--- src/rtl/ucsr_pkg.sv ---
// Package: shared slot numbers and bit positions for the UART register bank.
// Assumes a 16-bit register bus; slot numbers are bus offsets divided by the stride.
package ucsr_pkg;
    localparam int SLOT_COUNT   = 10;
    localparam int SLOT_DATA    = 0;
    localparam int SLOT_IEN     = 1;
    localparam int SLOT_IID     = 2;
    localparam int SLOT_LCTL    = 3;
    localparam int SLOT_MCTL    = 4;
    localparam int SLOT_LSTAT   = 5;
    localparam int SLOT_MSTAT   = 6;
    localparam int SLOT_SCRATCH = 7;
    localparam int SLOT_HOLE    = 8;
    localparam int SLOT_GCTL    = 9;

    localparam int LATCH_BIT    = 7;  // line control: divisor access latch
    localparam int LOOP_BIT     = 4;  // modem control: internal loopback
    localparam int RXIE_BIT     = 0;  // interrupt enable: receive
    localparam int TXIE_BIT     = 1;  // interrupt enable: transmit
    localparam int DR_BIT       = 0;  // line status: data ready
    localparam int OVR_BIT      = 1;  // line status: overrun
    localparam int THRE_BIT     = 5;  // line status: holding register empty
    localparam int TEMT_BIT     = 6;  // line status: transmitter empty

    localparam logic [1:0] SIZE_HALF = 2'b01;
endpackage

--- src/rtl/ucsr_decode.sv ---
// Module: address and size decoder for the UART register bank.
// Purely combinational. A size error outranks an unmapped offset; both block the access.
module ucsr_decode
    import ucsr_pkg::*;
#(
    parameter int ADDR_W = 6,
    parameter int STRIDE = 4
) (
    input  logic                         sel,
    input  logic [1:0]                   size,
    input  logic [ADDR_W-1:0]            addr,
    output logic [ADDR_W-$clog2(STRIDE)-1:0] slot,
    output logic                         hit,
    output logic                         err,
    output logic                         err_size
);
    localparam int OFS_W  = $clog2(STRIDE);
    localparam int SLOT_W = ADDR_W - OFS_W;

    logic misaligned;
    logic mapped;

    // Split the offset into slot index and in-word byte bits, then classify.
    always_comb begin
        slot       = addr[ADDR_W-1:OFS_W];
        misaligned = |addr[OFS_W-1:0];
        mapped     = !misaligned
                     && (slot < SLOT_W'(SLOT_COUNT))
                     && (slot != SLOT_W'(SLOT_MSTAT))
                     && (slot != SLOT_W'(SLOT_HOLE));
        err_size   = sel && (size != SIZE_HALF);
        err        = sel && (err_size || !mapped);
        hit        = sel && !err;
    end

    // a size error is always reported as such
    always_comb begin
        if (sel && size != SIZE_HALF)
            p_size_first_r4: assert (err && err_size && !hit);
    end
endmodule

--- src/rtl/ucsr_rxhold.sv ---
// Module: receive holding byte with a one-deep pending flag.
// Loopback selects the transmit write as the only source. A new byte wins over a
// same-cycle consume; an arrival while pending and not consumed is an overrun event.
module ucsr_rxhold #(
    parameter int BYTE_W = 8
) (
    input  logic              clk,
    input  logic              rst_n,
    input  logic              loop_en,
    input  logic              ext_valid,
    input  logic [BYTE_W-1:0] ext_byte,
    input  logic              lb_load,
    input  logic [BYTE_W-1:0] lb_byte,
    input  logic              consume,
    output logic [BYTE_W-1:0] rbr_q,
    output logic              pend_q,
    output logic              ovr_evt
);
    logic              arrive;
    logic [BYTE_W-1:0] arr_byte;

    // Pick the receive source according to loopback.
    always_comb begin
        arrive   = loop_en ? lb_load : ext_valid;
        arr_byte = loop_en ? lb_byte : ext_byte;
        ovr_evt  = arrive && pend_q && !consume;
    end

    // Hold the latest byte and track whether it is unread.
    always_ff @(posedge clk) begin
        if (!rst_n) begin
            rbr_q  <= '0;
            pend_q <= 1'b0;
        end else if (arrive) begin
            rbr_q  <= arr_byte;
            pend_q <= 1'b1;
        end else if (consume) begin
            pend_q <= 1'b0;
        end
    end

    // external bytes do not reach the holding register in loopback
    p_loop_ignore_r10: assert property (@(posedge clk) disable iff (!rst_n)
        (loop_en && ext_valid && !lb_load) |=> $stable(rbr_q));

    // a read with no arrival leaves nothing pending
    p_consume_r7: assert property (@(posedge clk) disable iff (!rst_n)
        (consume && !(loop_en ? lb_load : ext_valid)) |=> !pend_q);
endmodule

--- src/rtl/ucsr_lstat.sv ---
// Module: sticky line status word plus live flags.
// The sticky word resets to holding-empty and transmitter-empty. A read clears it,
// except that an overrun arriving in the same cycle survives the clear.
module ucsr_lstat
    import ucsr_pkg::*;
#(
    parameter int BYTE_W = 8
) (
    input  logic              clk,
    input  logic              rst_n,
    input  logic              ovr_evt,
    input  logic              rd_clear,
    input  logic              dr_live,
    input  logic              tx_idle,
    output logic [BYTE_W-1:0] lsr_view
);
    localparam logic [BYTE_W-1:0] RST_WORD = BYTE_W'((1 << THRE_BIT) | (1 << TEMT_BIT));
    localparam logic [BYTE_W-1:0] OVR_MASK = BYTE_W'(1 << OVR_BIT);

    logic [BYTE_W-1:0] sticky_q;
    logic [BYTE_W-1:0] live;

    // Assemble the live flags.
    always_comb begin
        live           = '0;
        live[DR_BIT]   = dr_live;
        live[THRE_BIT] = tx_idle;
        live[TEMT_BIT] = tx_idle;
        lsr_view       = sticky_q | live;
    end

    // Accumulate sticky bits and clear them on read.
    always_ff @(posedge clk) begin
        if (!rst_n)
            sticky_q <= RST_WORD;
        else if (rd_clear)
            sticky_q <= ovr_evt ? OVR_MASK : '0;
        else if (ovr_evt)
            sticky_q <= sticky_q | OVR_MASK;
    end

    // an overrun is always remembered
    p_ovr_sticky_r8: assert property (@(posedge clk) disable iff (!rst_n)
        ovr_evt |=> sticky_q[OVR_BIT]);

    // a read with no new event leaves the sticky word empty
    p_lsr_clear_r9: assert property (@(posedge clk) disable iff (!rst_n)
        (rd_clear && !ovr_evt) |=> (sticky_q == '0));
endmodule

--- src/rtl/uart_csr_bank.sv ---
// Module: UART control and status register bank (top).
// Single-cycle bus: read data and error are combinational in the access cycle,
// state changes at the following edge. The divisor latch aliases slots 0 and 1.
module uart_csr_bank
    import ucsr_pkg::*;
#(
    parameter int ADDR_W = 6,
    parameter int STRIDE = 4,
    parameter int DATA_W = 16,
    parameter int BYTE_W = 8
) (
    input  logic              clk,
    input  logic              rst_n,
    input  logic              bus_sel,
    input  logic              bus_wr,
    input  logic [1:0]        bus_size,
    input  logic [ADDR_W-1:0] bus_addr,
    input  logic [DATA_W-1:0] bus_wdata,
    output logic [DATA_W-1:0] bus_rdata,
    output logic              bus_err,
    output logic              bus_err_size,
    input  logic              tx_line_idle,
    input  logic              rx_valid,
    input  logic [BYTE_W-1:0] rx_byte,
    output logic              tx_strobe,
    output logic [BYTE_W-1:0] tx_byte,
    output logic              irq_tx,
    output logic              irq_rx
);
    localparam int SLOT_W = ADDR_W - $clog2(STRIDE);
    localparam int PAD_W  = DATA_W - BYTE_W;
    localparam logic [DATA_W-1:0] IID_WORD = DATA_W'(1);
    localparam logic [DATA_W-1:0] DIVL_RST = DATA_W'(1);

    logic [SLOT_W-1:0] slot;
    logic              hit;
    logic [DATA_W-1:0] dll_q, dlh_q, ier_q, lcr_q, mcr_q, scr_q, gctl_q;
    logic              latch, wr_hit, rd_hit, thr_wr, rbr_rd, lsr_rd;
    logic [BYTE_W-1:0] rbr_q, lsr_view;
    logic              pend_q, ovr_evt;

    ucsr_decode #(.ADDR_W(ADDR_W), .STRIDE(STRIDE)) u_dec (
        .sel(bus_sel), .size(bus_size), .addr(bus_addr),
        .slot(slot), .hit(hit), .err(bus_err), .err_size(bus_err_size)
    );

    // Qualify accesses and the aliased data-slot operations.
    always_comb begin
        latch  = lcr_q[LATCH_BIT];
        wr_hit = hit && bus_wr;
        rd_hit = hit && !bus_wr;
        thr_wr = wr_hit && slot == SLOT_W'(SLOT_DATA) && !latch;
        rbr_rd = rd_hit && slot == SLOT_W'(SLOT_DATA) && !latch;
        lsr_rd = rd_hit && slot == SLOT_W'(SLOT_LSTAT);
    end

    ucsr_rxhold #(.BYTE_W(BYTE_W)) u_rx (
        .clk(clk), .rst_n(rst_n), .loop_en(mcr_q[LOOP_BIT]),
        .ext_valid(rx_valid), .ext_byte(rx_byte),
        .lb_load(thr_wr), .lb_byte(bus_wdata[BYTE_W-1:0]),
        .consume(rbr_rd), .rbr_q(rbr_q), .pend_q(pend_q), .ovr_evt(ovr_evt)
    );

    ucsr_lstat #(.BYTE_W(BYTE_W)) u_ls (
        .clk(clk), .rst_n(rst_n), .ovr_evt(ovr_evt), .rd_clear(lsr_rd),
        .dr_live(pend_q), .tx_idle(tx_line_idle), .lsr_view(lsr_view)
    );

    // Store writable registers; identification and line status ignore writes.
    always_ff @(posedge clk) begin
        if (!rst_n) begin
            dll_q  <= DIVL_RST;
            dlh_q  <= '0;
            ier_q  <= '0;
            lcr_q  <= '0;
            mcr_q  <= '0;
            scr_q  <= '0;
            gctl_q <= '0;
        end else if (wr_hit) begin
            case (slot)
                SLOT_W'(SLOT_DATA):    if (latch) dll_q <= bus_wdata;
                SLOT_W'(SLOT_IEN):     if (latch) dlh_q <= bus_wdata;
                                       else       ier_q <= bus_wdata;
                SLOT_W'(SLOT_LCTL):    lcr_q  <= bus_wdata;
                SLOT_W'(SLOT_MCTL):    mcr_q  <= bus_wdata;
                SLOT_W'(SLOT_SCRATCH): scr_q  <= bus_wdata;
                SLOT_W'(SLOT_GCTL):    gctl_q <= bus_wdata;
                default: ;
            endcase
        end
    end

    // Launch the transmit byte and the transmit interrupt event.
    always_ff @(posedge clk) begin
        if (!rst_n) begin
            tx_strobe <= 1'b0;
            tx_byte   <= '0;
            irq_tx    <= 1'b0;
        end else begin
            tx_strobe <= thr_wr;
            irq_tx    <= thr_wr && ier_q[TXIE_BIT];
            if (thr_wr)
                tx_byte <= bus_wdata[BYTE_W-1:0];
        end
    end

    // Receive interrupt request level.
    always_comb irq_rx = ier_q[RXIE_BIT] && pend_q;

    // Read multiplexer; rejected accesses read zero.
    always_comb begin
        bus_rdata = '0;
        if (rd_hit) begin
            case (slot)
                SLOT_W'(SLOT_DATA):    bus_rdata = latch ? dll_q : {{PAD_W{1'b0}}, rbr_q};
                SLOT_W'(SLOT_IEN):     bus_rdata = latch ? dlh_q : ier_q;
                SLOT_W'(SLOT_IID):     bus_rdata = IID_WORD;
                SLOT_W'(SLOT_LCTL):    bus_rdata = lcr_q;
                SLOT_W'(SLOT_MCTL):    bus_rdata = mcr_q;
                SLOT_W'(SLOT_LSTAT):   bus_rdata = {{PAD_W{1'b0}}, lsr_view};
                SLOT_W'(SLOT_SCRATCH): bus_rdata = scr_q;
                SLOT_W'(SLOT_GCTL):    bus_rdata = gctl_q;
                default:               bus_rdata = '0;
            endcase
        end
    end

    // a rejected access leaves the stored registers untouched
    p_err_hold_r5: assert property (@(posedge clk) disable iff (!rst_n)
        bus_err |=> ($stable(lcr_q) && $stable(scr_q) && $stable(ier_q)
                     && $stable(dll_q) && $stable(mcr_q) && $stable(gctl_q)));

    // a transmit interrupt event only accompanies a transmit strobe
    p_txirq_strobe_r11: assert property (@(posedge clk) disable iff (!rst_n)
        irq_tx |-> tx_strobe);

    // a write to the divisor low word never transmits
    p_latch_no_tx_r2: assert property (@(posedge clk) disable iff (!rst_n)
        (wr_hit && slot == SLOT_W'(SLOT_DATA) && lcr_q[LATCH_BIT]) |=> !tx_strobe);
endmodule

--- config.mk ---
export PLATFORM = sky130hd
export DESIGN_NAME = uart_csr_bank
export DESIGN_NICKNAME = d
export VERILOG_FILES = /design/src/rtl/ucsr_pkg.sv /design/src/rtl/ucsr_decode.sv /design/src/rtl/ucsr_rxhold.sv /design/src/rtl/ucsr_lstat.sv /design/src/rtl/uart_csr_bank.sv
export SDC_FILE = /design/constraint.sdc
export NUM_CORES = 1
export LEC_CHECK = 0
export BUFFER_PORTS_ARGS = -buffer_cell sky130_fd_sc_hd__buf_2
export CAP_MARGIN = 0
export CORE_MARGIN = 8
export CORE_UTILIZATION = 36
export CTS_BUF_LIST = sky130_fd_sc_hd__clkbuf_8 sky130_fd_sc_hd__clkbuf_16
export DETAILED_ROUTE_END_ITERATION = 7
export MAX_ROUTING_LAYER = met4
export PLACE_DENSITY = 0.65
export SLEW_MARGIN = 20
export SYNTH_ARGS = -nofsm -noshare
export SYNTH_HDL_FRONTEND = slang
export SYNTH_SLANG_ARGS = --single-unit
--- constraint.sdc ---
create_clock -name clk -period 2.61 [get_ports clk]
set_clock_uncertainty 0.2 [all_clocks]
set_input_delay 0.261 -clock clk [delete_from_list [all_inputs] [get_ports clk]]
set_output_delay 0.261 -clock clk [all_outputs]
set_load 0.03 [all_outputs]
=== After elaboration in Yosys (flattened, before gate mapping) ===
Cells that the tools add are included.

* Order comparisons: 1
* Equality and inequality tests: 10
* Muxes and demuxes: 11
* Bitwise logic cells: 2
* Reduce and logical (&&, ||, !) cells: 35

{| class="wikitable"
|+ Operators with widths
! kind !! number
|-
| 16-bit case mux with 8 select lines || 1
|-
| 16-bit 2-to-1 mux || 3
|-
| 1-bit logical AND || 17
|-
| 8-bit 2-to-1 mux || 2
|-
| 4-bit by 3-bit == test with 1-bit output (second input constant) || 3
|-
| 3-bit AND reduction || 3
|-
| 4-bit by 2-bit == test with 1-bit output (second input constant) || 2
|-
| 8-bit by 7-bit bitwise OR with 8-bit output || 1
|-
| 2-bit AND reduction || 4
|-
| 1-bit zero test || 6
|-
| 4-bit by 1-bit == test with 1-bit output (second input constant) || 1
|-
| 4-bit == test (second input constant) || 1
|-
| 4-bit zero test || 1
|-
| 4-bit less-than comparator (second input constant) || 1
|-
| 2-bit 2-to-1 mux || 2
|-
| 4-bit by 3-bit != test with 1-bit output (second input constant) || 1
|-
| 4-bit != test (second input constant) || 1
|-
| 2-bit nonzero test || 2
|-
| 1-bit 2-to-1 mux || 3
|-
| 2-bit by 1-bit != test with 1-bit output (second input constant) || 1
|-
| 2-bit OR reduction || 1
|-
| 1-bit logical OR || 1
|-
| 1-bit NOT || 1
|}

* Register bits after elaboration: 139
* Output and inout bits: 29
* Word-level logic and storage cells: 73

=== Longest topological paths before layout ===
Gate-level depths: netlist of run 1.

* Depth after elaboration: 18
* Depth in mapped cells: 7
* Depth with buffers taken out: 4

=== Modules after synthesis ===
Synthesis of run 1 repeated with hierarchy kept, for this count alone.

* Cells, all modules: 733
* Area total of the unflattened synthesis: 6257.3 µm²

{| class="wikitable"
|+ Modules (own cells, without submodules)
! module !! instances !! cells each !! area an instance (µm²) !! seq. area each (µm²)
|-
| uart_csr_bank || 1 || 661 || 5592.9 || 2442.3
|-
| ucsr_rxhold || 1 || 40 || 431.7 || 180.2
|-
| ucsr_lstat || 1 || 15 || 125.1 || 40.0
|-
| ucsr_decode || 1 || 17 || 107.6 || 0.0
|}

=== Least setup slack after synthesis of run 1 ===
OpenSTA, ideal clock, no wires.

* Path type: input -> output
* Start: input bus_addr[3]
* End: output bus_rdata[1]
* Arrival: 2037 ps
* Data required time: 2149 ps
* Setup slack: 112 ps
* Cell stages on the path: 5
* Path through: or4_1 nor2_1 buf_2 a22oi_1 a31oi_1

* Cells in the longest elaborated chain, start to end: 11
* Elaborated cells between the ends (all ways): 22
* Those cells by class: order compare: 1; eq/ne: 9; mux: 2; reduce/logical: 10

{| class="wikitable"
|+ Ends and longest elaborated chain
! what !! line !! RTL
|-
| start, declared || uart_csr_bank.sv:17 || <nowiki>input logic [ADDR_W-1:0] bus_addr,</nowiki>
|-
| 4-bit less-than comparator || ucsr_decode.sv:28 || <nowiki>&& (slot < SLOT_W'(SLOT_COUNT))</nowiki>
|-
| 1-bit logical AND || ucsr_decode.sv:28 ||
|-
| 1-bit logical AND || ucsr_decode.sv:29 || <nowiki>&& (slot != SLOT_W'(SLOT_MSTAT))</nowiki>
|-
| 1-bit logical AND || ucsr_decode.sv:30 || <nowiki>&& (slot != SLOT_W'(SLOT_HOLE));</nowiki>
|-
| 1-bit zero test || ucsr_decode.sv:32 || <nowiki>err = sel && (err_size || !mapped);</nowiki>
|-
| 1-bit logical OR || ucsr_decode.sv:32 ||
|-
| 1-bit logical AND || ucsr_decode.sv:32 ||
|-
| 1-bit zero test || ucsr_decode.sv:33 || <nowiki>hit = sel && !err;</nowiki>
|-
| 1-bit logical AND || ucsr_decode.sv:33 ||
|-
| 1-bit logical AND || uart_csr_bank.sv:51 || <nowiki>rd_hit = hit && !bus_wr;</nowiki>
|-
| 16-bit 2-to-1 mux (*) || uart_csr_bank.sv:113 || <nowiki>if (rd_hit) begin</nowiki>
|-
| end, declared || uart_csr_bank.sv:19 || <nowiki>output logic [DATA_W-1:0] bus_rdata,</nowiki>
|}

Mark *: on every way between the ends. The rest lies on a longest branch, timed or not.

=== Final worst setup path of run 1 ===
* Start: register lcr_q[7]
* End: output bus_rdata[15]

* Cells in the longest elaborated chain, start to end: 3
* Elaborated cells between the ends (all ways): 4
* Those cells by class: mux: 4

{| class="wikitable"
|+ Ends and longest elaborated chain
! what !! line !! RTL
|-
| start, declared || uart_csr_bank.sv:37 || <nowiki>logic [DATA_W-1:0] dll_q, dlh_q, ier_q, lcr_q, mcr_q, scr_q, gctl_q;</nowiki>
|-
| start signal, assigned || uart_csr_bank.sv:84 || <nowiki>SLOT_W'(SLOT_LCTL): lcr_q <= bus_wdata;</nowiki>
|-
| 16-bit 2-to-1 mux, on equally long branches || uart_csr_bank.sv:116, uart_csr_bank.sv:115 ||
|-
| 16-bit case mux with 8 select lines (*) || uart_csr_bank.sv:114 || <nowiki>case (slot)</nowiki>
|-
| 16-bit 2-to-1 mux (*) || uart_csr_bank.sv:113 ||
|}

Marked as above.

==> results of run 1 <==
-- critical path, cell delays in order (launching register included) --
cell      delay, ns
dfxtp_2        0.36
buf_8          0.17
mux2_1         0.35
a222oi_1       0.32
buf_4          0.18
a21oi_1        0.07
buf_2          0.19
-- through the flow --
step | cells | setup WS, ns | power (mW) | hold slack [ns] | utilization
6_report | 964 | 0.0824 | 4.81 | 0.0223 | 0.458
2_1_floorplan | 645 | 0.112 | 2.21 | 0.201 | -
4_1_cts | 964 | 0.00185 | 4.85 | 0.00188 | 0.457
3_5_place_dp | 918 | 0.133 | 2.32 | 0.242 | 0.410
3_3_place_gp | 918 | 0.150 | 2.32 | 0.234 | 0.410
5_1_grt | 964 | -0.00731 | 4.98 | 0.0328 | 0.458
-- metal layers --
metal  global-route usage  vias to the layer above  wire [µm]
met5                    -                        -          0
met4               0.0876                        0        508
met3               0.0360                       36        777
met2                0.270                      147       8170
met1                0.226                     2472       8120
li1                     -                     2454          -
-- what timing repair did --
action | in CTS | in global routing
gates resized for setup | 0 | 4
hold endpoints to repair | 40 | 0
hold buffers | 14 | 0
endpoints found under the setup margin | 0 | 6
-- registers in the layout, indices dropped and copies added, names as in the netlist, 8 cells and up --
name	count
dlh_q	16
tx_byte	8
u_rx.rbr_q	8
mcr_q	16
lcr_q	16
dll_q	16
ier_q	16
gctl_q	16
scr_q	16
-- power by group through the flow --
stage,Clock [mW],Sequential (mW),Combinational (mW)
after floorplan,0,2.09,0.125
after global placement,0,2.09,0.225
after detailed placement,0,2.09,0.225
after CTS,2.56,2.05,0.243
after global routing,2.67,2.05,0.263
final,2.52,2.05,0.245
-- logic make-up (layout without fill, tap and decap cells) --
group,Yosys count,after routing,share of synthesized area
and+or+nand+nor,231,231,0.184
AOI/OAI and AO/OA,101,101,0.117
muxes,120,120,0.207
DFF,133,133,0.449
buffers and inverters,60,159,0.0428
-- Yosys cell counts (all sizes together), types with 4 or more instances --
master,instances
a21oi,44
and2,5
dfxtp,133
a22oi,4
inv,4
o21ai,5
nor4,5
nand2,96
mux2i,100
nor2,91
clkbuf,36
mux2,20
a222oi,22
buf,19
and3,5
nand4,4
a31oi,9
-- how the worst min path moves through the flow --
stage                                   endpoint  slack (ns)
after floorplan           dlh_q[10]$_SDFFE_PN0P_        0.20
after global placement    ier_q[10]$_SDFFE_PN0P_        0.23
after detailed placement   dlh_q[9]$_SDFFE_PN0P_        0.24
final                      dlh_q[6]$_SDFFE_PN0P_        0.02
after global routing       ier_q[4]$_SDFFE_PN0P_        0.03
after CTS                  ier_q[4]$_SDFFE_PN0P_       0.002
-- final cells by class --
cell class	count	area, µm²
fill	1575	8860
sequential	133	2660
clock buffer	20	467
tap	220	275
multi-input combinational	452	3030
timing repair buffer	122	872
inverter	5	20.0
clock inverter	12	161
==> qor.yml, run 1 <==
crit_type: "reg -> out"
cts-htree-levels: 4
first_global_vias: 4929
final_cell_mix: "dfxtp_1, mux2i_1, nand2_1"
avgViaCountPerCell: 5.30
p_clk_frac: 0.523
crit_start: "lcr_q[7]$_SDFFE_PN0P_"
p_sw_mw: 1.03
drc: 0
drv_slew: 0
final_cell_area_um2: 7490
dieArea_um2: 20800
area_growth_pct: 26.3
cts_tree: "yes"
cts_root_buf: "clkbuf_16"
cts_made_buffers: 17
ys_top_cells_by_area: "dfxtp_1, mux2i_1, nand2_1"
hold_viol_final: 0
wirelength_um: 17600
postCtsSetupRepairBufs: 0
antenna_found_initial: 0
grt_usage: 0.180
p_int_mw: 3.78
cts.sinks: 133
period_share: 0.968
syn_nets: 683
max_cap_viol_count: 0
setup_tns_ns: 0
io_buffer_count: 66
synth_cells: 645
r2r_start: "lcr_q[7]$_SDFFE_PN0P_"
synth_cell_types: 52
die_h_um: 144
worstRegToRegCells: 4
syn_area_um2: 5930
ctsLongestPathBuffers: 2
io_pins: 67
cp.required_ns: 2.15
synth_seq_cells: 133
drive_above_1_share: 0.215
synth_edf_count: 0
gp_congestion: 0.829
reg2reg_slack_ns: 0.82
grt_overflow: 0
placed_cell_area_um2: 6710
status: "completed"
fp.coreArea_um2: 16300
grt_max_degree: 75
rows: 47
critical_path_peak_fanout: 13
synth_top_area_frac: 0.449
yosys.area.top_type: "dfxtp_1"
syn_area_per_cell_um2: 9.20
finalSetupViolCount: 0
drt_iter0_drc: 598
end_kind: "output pin"
seqPwrFrac: 0.426
start_util: 0.363
powerDensity_nw_per_um2: 642
maxSlewHeadroom: 0.457
start_kind: "flop"
vias: 5109
switching_share: 0.213
synthFlopType: "dfxtp_1"
async_flop_share: 0
antenna_cells: 0
grt_pass1_wl_um: 27600
fmax_mhz: 396
ir_drop_mv: 0.448
clk_pin_slew_worst_paths_ns: 0.05
ys_warn_count: 0
wl_per_cell_um: 18.2
place_hpwl_um: 11600
rr_endpoint: "u_rx.rbr_q[3]$_SDFFE_PN0P_"
hp-start: "bus_wdata[6]"
cp.arrival_ns: 2.07
tightest_slew_ns: 0.799
whs_path_depth: 3
min_path_type: "in -> reg"
antenna_left: 0
clkLatencyLatePin_ns: 0.42
worstSetupEndpoint: "bus_rdata[15]"
drt_first_pass_iters: 7
total_leakage_power_nw: 2.86
mostFrequentLayoutCell: "dfxtp_1"
nets: 769
period_needed_ns: 2.53
comb_power_share: 0.051
die_width_um: 144
seq_area_frac_synth: 0.449
Note: power is estimated with default switching activity, not from simulation.
==> run 2, diff against run 1 <==
--- a/config.mk
+++ b/config.mk
@@ -8,11 +8,11 @@
 export BUFFER_PORTS_ARGS = -buffer_cell sky130_fd_sc_hd__buf_2
 export CAP_MARGIN = 0
 export CORE_MARGIN = 8
-export CORE_UTILIZATION = 36
+export CORE_UTILIZATION = 45
 export CTS_BUF_LIST = sky130_fd_sc_hd__clkbuf_8 sky130_fd_sc_hd__clkbuf_16
 export DETAILED_ROUTE_END_ITERATION = 7
 export MAX_ROUTING_LAYER = met4
-export PLACE_DENSITY = 0.65
+export PLACE_DENSITY = 0.75
 export SLEW_MARGIN = 20
 export SYNTH_ARGS = -nofsm -noshare
 export SYNTH_HDL_FRONTEND = slang
==> qor.yml, run 2 (synthesized netlist as in run 1, its figures left out) <==
dieArea_um2: 17100
status: "completed"
drc: 0
die_h_um: 131
num-fill-cells: 1167
ir_drop_mv: 0.519
nets: 767
cp.arrival_ns: 2.14
place_hpwl_um: 12000
comb_power_share: 0.055
max_cap_viol_count: 0
mostFrequentLayoutCell: "dfxtp_1"
cp_slowest_cell: "a222oi_1"
antenna_cells: 0
setup_slack_ns: 0.0114
grt_overflow: 0
crit_start: "lcr_q[7]$_SDFFE_PN0P_"
grt_max_degree: 64
gp_congestion: 0.901
layout.cells.non_filler: 918
vias: 5322
dp.cells: 870
cts_made_buffers: 17
ctsLongestPathBuffers: 2
min_path_type: "in -> reg"
cts_root_buf: "clkbuf_16"
switching_share: 0.237
start_util: 0.455
end_kind: "output pin"
drt_first_pass_iters: 8
drt_iter0_drc: 639
r2r_start: "lcr_q[7]$_SDFFE_PN0P_"
p_sw_mw: 1.07
finalSetupViolCount: 0
area_growth_pct: 24.4
powerDensity_nw_per_um2: 613
worstRegToRegCells: 4
wl_per_cell_um: 19.7
period_share: 0.996
cp.required_ns: 2.15
final_cell_area_um2: 7380
maxSlewHeadroom: 0.435
seqPwrFrac: 0.453
avgViaCountPerCell: 5.80
drive_above_1_share: 0.218
grt_pass1_wl_um: 28500
antenna_found_initial: 0
start_kind: "flop"
clkLatencyLatePin_ns: 0.42
fmax_mhz: 385
clk_pin_slew_worst_paths_ns: 0.06
period_needed_ns: 2.60
fp.coreArea_um2: 13000
cts-htree-levels: 4
io_buffer_count: 66
reg2reg_slack_ns: 0.62
p_int_mw: 3.45
crit_type: "reg -> out"
hold_ws_ns: 0.0178
final_cell_mix: "dfxtp_1, mux2i_1, nand2_1"
antenna_left: 0
rr_endpoint: "u_rx.rbr_q[4]$_SDFFE_PN0P_"
dp_slack_ns: 0.254
drv_slew: 0
die_width_um: 131
total_leakage_power_nw: 2.82
cts.sinks: 133
p_clk_frac: 0.493
first_global_vias: 5364
grt_usage: 0.224
rows: 42
io_pins: 67
fin_util: 0.566
max_stage_delay_ns: 0.39
critical_path_peak_fanout: 6
hold_viol_final: 0
worstSetupEndpoint: "bus_rdata[3]"
wirelength_um: 18100
tightest_slew_ns: 0.832
placed_cell_area_um2: 6640
cts_tree: "yes"
whs_path_depth: 3
crit_chain: "buf_12, buf_4, mux2_2, a222oi_1, a31oi_1, buf_2"
-- run 2: cell types whose count changed in the layout (fill, tap and decap cells not counted), moves of 2 or more --
cell / previous run / this run
bufinv_16: 4 / 1
clkbuf_8: 3 / 1
clkinv_2: 3 / 5
clkinvlp_4: 1 / 4
dlygate4sd3_1: 14 / 12
-- run 2: worst min path at each step --
stage,to,slack [ns],start
finish,dlh_q[5]$_SDFFE_PN0P_,0.02,bus_wdata[5]
global route,ier_q[5]$_SDFFE_PN0P_,0.01,bus_wdata[5]
CTS,dlh_q[5]$_SDFFE_PN0P_,0.003,bus_wdata[5]
detailed placement,ier_q[12]$_SDFFE_PN0P_,0.24,ier_q[12]$_SDFFE_PN0P_
global placement,ier_q[13]$_SDFFE_PN0P_,0.23,ier_q[13]$_SDFFE_PN0P_
floorplan,dlh_q[10]$_SDFFE_PN0P_,0.20,bus_wdata[10]
-- run 2: layout make-up --
cell class	count	area [µm²]	area share
multi-input cells	452	3030	0.411
repair buffers	120	881	0.119
well taps	176	220	0.0299
flip-flops and latches	133	2670	0.361
clock inverters	14	115	0.0156
inverters	5	21.3	0.00288
clock buffers	18	439	0.0595
-- run 2: critical path: cells and delay by family, from the launching register on --
family | cells | cell delay [ns]
AOI/OAI and AO/OA | 2 | 0.55
buffers and inverters | 3 | 0.47
DFF | 1 | 0.37
muxes | 1 | 0.34
-- run 2: power groups by stage --
stage | registers (mW) | clock network (mW) | logic, mW
2_1_floorplan | 2.09 | 0 | 0.125
3_3_place_gp | 2.09 | 0 | 0.219
3_5_place_dp | 2.09 | 0 | 0.225
4_1_cts | 2.05 | 2.25 | 0.242
5_1_grt | 2.05 | 2.33 | 0.263
6_report | 2.05 | 2.23 | 0.248
-- run 2: repair_timing --
action | in CTS | in global routing
resized for setup | 2 | 4
cloned | 1 | 0
pin swaps | 1 | 2
hold buffers | 12 | 0
buffers inserted | 0 | 3
hold endpoints to repair | 44 | 0
setup endpoints to repair | 14 | 2
-- run 2: metal layers --
layer	part of all wire	routed length, µm	GRT usage	vias to the layer above
met4	0.030	537	0.0959	0
li1	-	-	-	2455
met5	0	0	-	-
met2	0.47	8470	0.351	268
met1	0.41	7450	0.272	2556
met3	0.088	1590	0.0536	43
-- run 2: metrics by stage --
stage | total power [mW] | setup TNS (ns)
2_1_floorplan | 2.21 | 0
3_3_place_gp | 2.31 | 0
3_5_place_dp | 2.32 | 0
4_1_cts | 4.54 | 0
5_1_grt | 4.64 | -0.0240
6_report | 4.52 | 0
